**config.mk**
```make
export PLATFORM = sky130hd
export DESIGN_NAME = grp_prio_intc
export DESIGN_NICKNAME = d
export VERILOG_FILES = /design/src/rtl/grp_prio_intc_pkg.sv /design/src/rtl/grp_prio_intc_cfg.sv /design/src/rtl/grp_prio_intc_arb.sv /design/src/rtl/grp_prio_intc.sv
export SDC_FILE = /design/constraint.sdc
export NUM_CORES = 1
export LEC_CHECK = 0
export CAP_MARGIN = 5
export CORE_MARGIN = 10
export CORE_UTILIZATION = 49
export DETAILED_ROUTE_END_ITERATION = 12
export GPL_TIMING_DRIVEN = 0
export PLACE_DENSITY_LB_ADDON = 0.2
export SLEW_MARGIN = 20
export SYNTH_ARGS = -nofsm -noshare
export SYNTH_HDL_FRONTEND = slang
export SYNTH_SLANG_ARGS = --single-unit
```
**constraint.sdc**
```tcl
create_clock -name clk_i -period 11.5 [get_ports clk_i]
set_input_delay 2.3 -clock clk_i [delete_from_list [all_inputs] [get_ports clk_i]]
set_output_delay 2.3 -clock clk_i [all_outputs]
set_load 0.02 [all_outputs]
```
**src/rtl/grp_prio_intc_pkg.sv**
```systemverilog
package grp_prio_intc_pkg;
  localparam int PRIO_W = 4;
  localparam int CODE_W = 12;
  localparam logic [CODE_W-1:0] CODE_STEP = 12'h020;
  localparam logic [CODE_W-1:0] EXT_BASE  = 12'h200;
  localparam logic [PRIO_W-1:0] EXT_NONE  = 4'hF;

  typedef struct packed {
    logic              valid;
    logic [CODE_W-1:0] code;
    logic [PRIO_W-1:0] level;
  } sel_t;
endpackage

```
**src/rtl/grp_prio_intc_cfg.sv**
```systemverilog
module grp_prio_intc_cfg
  import grp_prio_intc_pkg::*;
#(
  parameter int N_SRC  = 8,
  parameter int N_PREG = 2,
  parameter int FIELDS = 4,
  parameter int ADDR_W = 3,
  parameter int DATA_W = 16
) (
  input  logic                       clk_i,
  input  logic                       rst_ni,
  input  logic                       wr_en_i,
  input  logic [ADDR_W-1:0]          wr_addr_i,
  input  logic [DATA_W-1:0]          wr_data_i,
  output logic [N_PREG*FIELDS*PRIO_W-1:0] prio_o,
  output logic [N_SRC-1:0]           mask_o
);
  localparam int N_GRP = N_PREG * FIELDS;
  localparam logic [ADDR_W-1:0] MSET_A = ADDR_W'(N_PREG);
  localparam logic [ADDR_W-1:0] MCLR_A = ADDR_W'(N_PREG + 1);

  for (genvar g = 0; g < N_GRP; g++) begin : g_fld
    localparam int R = g / FIELDS;
    localparam int J = g % FIELDS;
    localparam logic [ADDR_W-1:0] REG_A = ADDR_W'(R);
    always_ff @(posedge clk_i or negedge rst_ni) begin
      if (!rst_ni) prio_o[PRIO_W*g +: PRIO_W] <= '0;
      else if (wr_en_i && wr_addr_i == REG_A)
        prio_o[PRIO_W*g +: PRIO_W] <= wr_data_i[PRIO_W*(FIELDS-1-J) +: PRIO_W];
    end
  end

  always_ff @(posedge clk_i or negedge rst_ni) begin
    if (!rst_ni) mask_o <= '0;
    else if (wr_en_i && wr_addr_i == MSET_A) mask_o <= mask_o | wr_data_i[N_SRC-1:0];
    else if (wr_en_i && wr_addr_i == MCLR_A) mask_o <= mask_o & ~wr_data_i[N_SRC-1:0];
  end
endmodule

```
**src/rtl/grp_prio_intc_arb.sv**
```systemverilog
module grp_prio_intc_arb
  import grp_prio_intc_pkg::*;
#(
  parameter int                  N_SRC   = 8,
  parameter int                  N_GRP   = 8,
  parameter logic [N_SRC*8-1:0]  SRC_GRP = '0,
  parameter logic [CODE_W-1:0]   EVT_BASE = 12'h400
) (
  input  logic [N_SRC-1:0]        req_i,
  input  logic [N_SRC-1:0]        mask_i,
  input  logic [N_GRP*PRIO_W-1:0] prio_i,
  input  logic [PRIO_W-1:0]       ext_lvl_i,
  output sel_t                    sel_o
);
  logic [PRIO_W-1:0] src_pri [N_SRC];
  logic [PRIO_W-1:0] ext_pri;

  // group lookup written as a scan so every field is a live input
  always_comb begin
    for (int i = 0; i < N_SRC; i++) begin
      src_pri[i] = '0;
      for (int g = 0; g < N_GRP; g++)
        if (SRC_GRP[8*i +: 8] == 8'(g)) src_pri[i] = prio_i[PRIO_W*g +: PRIO_W];
    end
  end

  assign ext_pri = EXT_NONE - ext_lvl_i;  // level 15 yields 0: never wins

  // strict '>' gives ties to the lowest index, external last
  always_comb begin
    sel_o = '0;
    for (int i = 0; i < N_SRC; i++) begin
      if (req_i[i] && !mask_i[i] && src_pri[i] > sel_o.level) begin
        sel_o.valid = 1'b1;
        sel_o.level = src_pri[i];
        sel_o.code  = EVT_BASE + CODE_W'(i) * CODE_STEP;
      end
    end
    if (ext_pri > sel_o.level) begin
      sel_o.valid = 1'b1;
      sel_o.level = ext_pri;
      sel_o.code  = EXT_BASE + CODE_W'(ext_lvl_i) * CODE_STEP;
    end
  end
endmodule

```
**src/rtl/grp_prio_intc.sv**
```systemverilog
module grp_prio_intc
  import grp_prio_intc_pkg::*;
#(
  parameter int                 N_SRC    = 8,
  parameter int                 N_PREG   = 2,
  parameter int                 FIELDS   = 4,
  parameter int                 ADDR_W   = 3,
  parameter logic [N_SRC*8-1:0] SRC_GRP  = {8'd4, 8'd3, 8'd3, 8'd3, 8'd3, 8'd2, 8'd1, 8'd0},
  parameter logic [11:0]        EVT_BASE = 12'h400,
  localparam int                REG_W    = FIELDS * PRIO_W,
  localparam int                DATA_W   = (REG_W > N_SRC) ? REG_W : N_SRC
) (
  input  logic              clk_i,
  input  logic              rst_ni,
  input  logic [N_SRC-1:0]  req_i,
  input  logic [3:0]        ext_lvl_i,
  input  logic              wr_en_i,
  input  logic [ADDR_W-1:0] wr_addr_i,
  input  logic [DATA_W-1:0] wr_data_i,
  output logic              irq_o,
  output logic [11:0]       evt_code_o,
  output logic [3:0]        level_o
);
  localparam int N_GRP = N_PREG * FIELDS;

  logic [N_GRP*PRIO_W-1:0] prio;
  logic [N_SRC-1:0]        mask;
  sel_t                    sel_d, sel_q;

  grp_prio_intc_cfg #(
    .N_SRC(N_SRC), .N_PREG(N_PREG), .FIELDS(FIELDS),
    .ADDR_W(ADDR_W), .DATA_W(DATA_W)
  ) u_cfg (
    .clk_i(clk_i), .rst_ni(rst_ni), .wr_en_i(wr_en_i),
    .wr_addr_i(wr_addr_i), .wr_data_i(wr_data_i),
    .prio_o(prio), .mask_o(mask)
  );

  grp_prio_intc_arb #(
    .N_SRC(N_SRC), .N_GRP(N_GRP), .SRC_GRP(SRC_GRP), .EVT_BASE(EVT_BASE)
  ) u_arb (
    .req_i(req_i), .mask_i(mask), .prio_i(prio),
    .ext_lvl_i(ext_lvl_i), .sel_o(sel_d)
  );

  always_ff @(posedge clk_i or negedge rst_ni) begin
    if (!rst_ni) sel_q <= '0;
    else         sel_q <= sel_d;
  end

  assign irq_o      = sel_q.valid;
  assign evt_code_o = sel_q.code;
  assign level_o    = sel_q.level;
endmodule

```
==> out/summary.txt <==
CP most frequent cell - ha_4
Seq. cell area - 976 µm²
Total grt overflow - 0
Actual slew at the worst max-slew pin - 0.858 ns
Cell count after synthesis - 363
Slew headroom - 42.0%
Maximum number of pins on one net before global-route repair - 28
Run status - finished, violations left
Initial core utilization - 49.9%
Worst-path fanout max - 7
Worst path arrival time - 13.99 ns
Critical Path Start Type - input port
Required @ worst endpoint - 11.66 ns
Cell Area, Synth - 3150 µm²
Clock latency on the worst-skew pair - 0.29 ns
Nets - 539
TritonCTS Buffers - 5
Post-Route WL - 11000 µm
DP HPWL - 7070 µm
Peak supply drop - 0.424 mV
Drt pass-1 iters - 5
I/O Buffers - 43
CP max stage delay - 0.35 ns
Adder-cell share of the synthesized area - 9.92%
Final period utilization - 120%
Chip width - 100 µm
Initial DRC Count - 235
Placed cell count - 489
Largest family of logic cells by synthesized area - compound AO/OA/AOI/OAI gates
Die area - 10000 µm²
Synth Flop Type - dfrtp_1
Clk slew on worst S/H paths - 0.08 ns
PnR worst setup slack - -2.33 ns
CP endpoint kind - flip-flop
Met3 wire len - 645 µm
Metal2 WL - 5690 µm
EDFF count, synth - 0
Chip height - 100 µm
CP max stage cell - mux2_4
Wire per inst - 19.7 µm
Vias per cell - 6.16
Core box area - 6310 µm²
Multiplexer share of the synthesized area - 8.69%
Layout cells sized above 1 - 40.6%
Failing checks - negative setup slack
TritonCTS clock tree - done
IO Pins - 51
Yosys cell types - 66
Site Rows - 29
Fin Setup TNS - -24.49 ns
Compound-Gate Fraction of Synth Area - 25.0%
Unrepaired setup endpoints after global routing - yes
Ys Warns - 0
Max-cap violation count - 0
Via count - 3429
Setup-failing EPs final - 11
Area of the multi-input gates - 2640 µm²
DRT met1 WL - 4470 µm
Leak pwr - 0.00201 µW
Tmin final - 13.83 ns
Flop and latch count out of synthesis - 39
Fillers - 413
Fmax - 72.3 MHz
Hold crit path type - flip-flop to flip-flop
Vias in the first global route - 3409
Sequential-to-total area share from yosys stat - 31.0%
Syn Area/Cell - 8.69 µm²
Post-CTS Hold Buffers - 0
Layout overhead on the synthesized area - 55.9%
Layout Cells excl Fill - 557
Gpl congestion - 0.878
Slew Viols, Final - 0
H-tree levels - 2
FFs w/ async S/R, synth - 100%
Fin. Hold Viols - 0
DRC viols - 0
Clock sinks - 39
Layout Skew - 0.00589 ns
Post-Synth XOR/XNOR Area - 0.833%
PD cells - 295 nW/µm²
Post-Synth Simple-Gate Area - 19.3%
Root buffer cell - clkbuf_8
ANT cells - 0
Critical path class - input port to flip-flop
Initial antenna violation count - 0
Final ANT Viol Nets - 0
Clock tree buffer depth - 2
First-pass GRT wire length - 16800 µm
DR top layer - met4
Total GRT Usage - 20.2%
-- report_power, final --
group          switching (µW)  leakage (µW)  internal [µW]  total (µW)
logic                     563       0.00150            579        1140
clock network            48.2     0.0000470           47.1        95.3
registers                32.8      0.000461            181         213
-- routing by layer --
layer	global-route usage [%]	vias to the layer above
li1	-	1574
met1	25.0	1670
met2	34.6	167
met3	3.37	18
met4	6.74	0
met5	0	-
-- final timing paths --
path                           start  slack, ns               to  cells past startpoint
setup / recovery            req_i[0]      -2.33       level_o[2]                     71
hold / removal             flip-flop       0.53        flip-flop                      2
setup reg to reg           flip-flop      -0.66       level_o[2]                     70
hold reg to reg            flip-flop       0.53        flip-flop                      2
max in group asynchronous     rst_ni       9.16  u_cfg.prio_o[7]                      2
min in group asynchronous     rst_ni       1.89            irq_o                      1
-- synth_stat cells, types with 6 or more instances --
master	instances	share of area, %
o211ai_1	9	2.1
o21ai_0	27	4.3
nand2_1	37	4.4
mux2_2	17	6.1
a21oi_1	29	4.6
a31oi_1	11	2.2
nor2b_1	12	2.4
dfrtp_1	39	31
inv_1	24	2.9
nand3_1	11	1.7
nor2_1	19	2.3
clkbuf_1	7	0.83
buf_4	6	1.4
ha_1	25	9.9
-- final cells by class --
| cell class | instances | share of cell area (%) |
|---|---|---|
| Sequential cell | 39 | 19.9 |
| Clock buffer | 6 | 1.68 |
| Clock inverter | 1 | 0.102 |
| Timing Repair Buffer | 105 | 18.9 |
| Multi-Input combinational cell | 291 | 53.8 |
| Inverter | 25 | 2.06 |
| Tap cell | 77 | 1.96 |
| Buffer | 13 | 1.68 |
-- layout by cell type (no fill, tap or decap), types with 4 or more instances in the layout --
master	count
buf_4	62
clkdlybuf4s50_1	41
dfrtp_1	39
nand2_1	30
inv_1	19
a21oi_1	19
o21ai_0	19
ha_4	17
mux2_2	14
a31oi_1	11
nor2_1	10
o211ai_1	9
nor2b_1	8
a21oi_2	8
nand3_1	8
nor2_2	8
ha_1	7
clkbuf_1	6
conb_1	6
clkbuf_8	6
nand4_1	5
o21ai_2	5
nand2_2	5
buf_6	5
nor2b_4	4
mux2_4	4
and3_1	4
o21ai_1	4
inv_2	4
-- kinds of logic after synthesis --
logic type | Yosys count
adders and majority gates | 25
AOI/OAI and AO/OA | 116
other | 1
xor gates and xnor gates | 3
DFF | 39
and+or+nand+nor | 117
buffers and inverters | 38
muxes | 24
-- critical path: cells and delay by family --
| kind | cells | cell delay, ns |
|---|---|---|
| AO/OA/AOI/OAI | 25 | 4.09 |
| adder cells (fa/ha/maj) | 8 | 2.01 |
| buffers and inverters | 10 | 1.10 |
| multiplexers | 4 | 1.09 |
| AND/OR/NAND/NOR | 24 | 3.36 |
-- through the flow --
stage	util [%]	instance area, µm²	total power, µW	setup slack (ns)	hold slack, ns
5_1_grt	77.8	4910	1540	-2.90	0.556
3_5_place_dp	62.3	3940	924	-3.93	0.510
4_1_cts	73.8	4660	1280	-1.95	0.526
2_1_floorplan	-	3390	747	-1.94	0.468
6_report	77.8	4910	1450	-2.33	0.529
3_3_place_gp	62.1	3920	905	-3.67	0.496
-- repair_timing --
item | in CTS | in global routing
pin swaps | 46 | 35
resized for setup | 55 | 35
endpoints found under the setup margin | 11 | 11
setup buffers | 46 | 15
hold endpoints to repair | 0 | 0
cloned | 1 | 0
No activity file was read; power rests on OpenSTA's default activity.
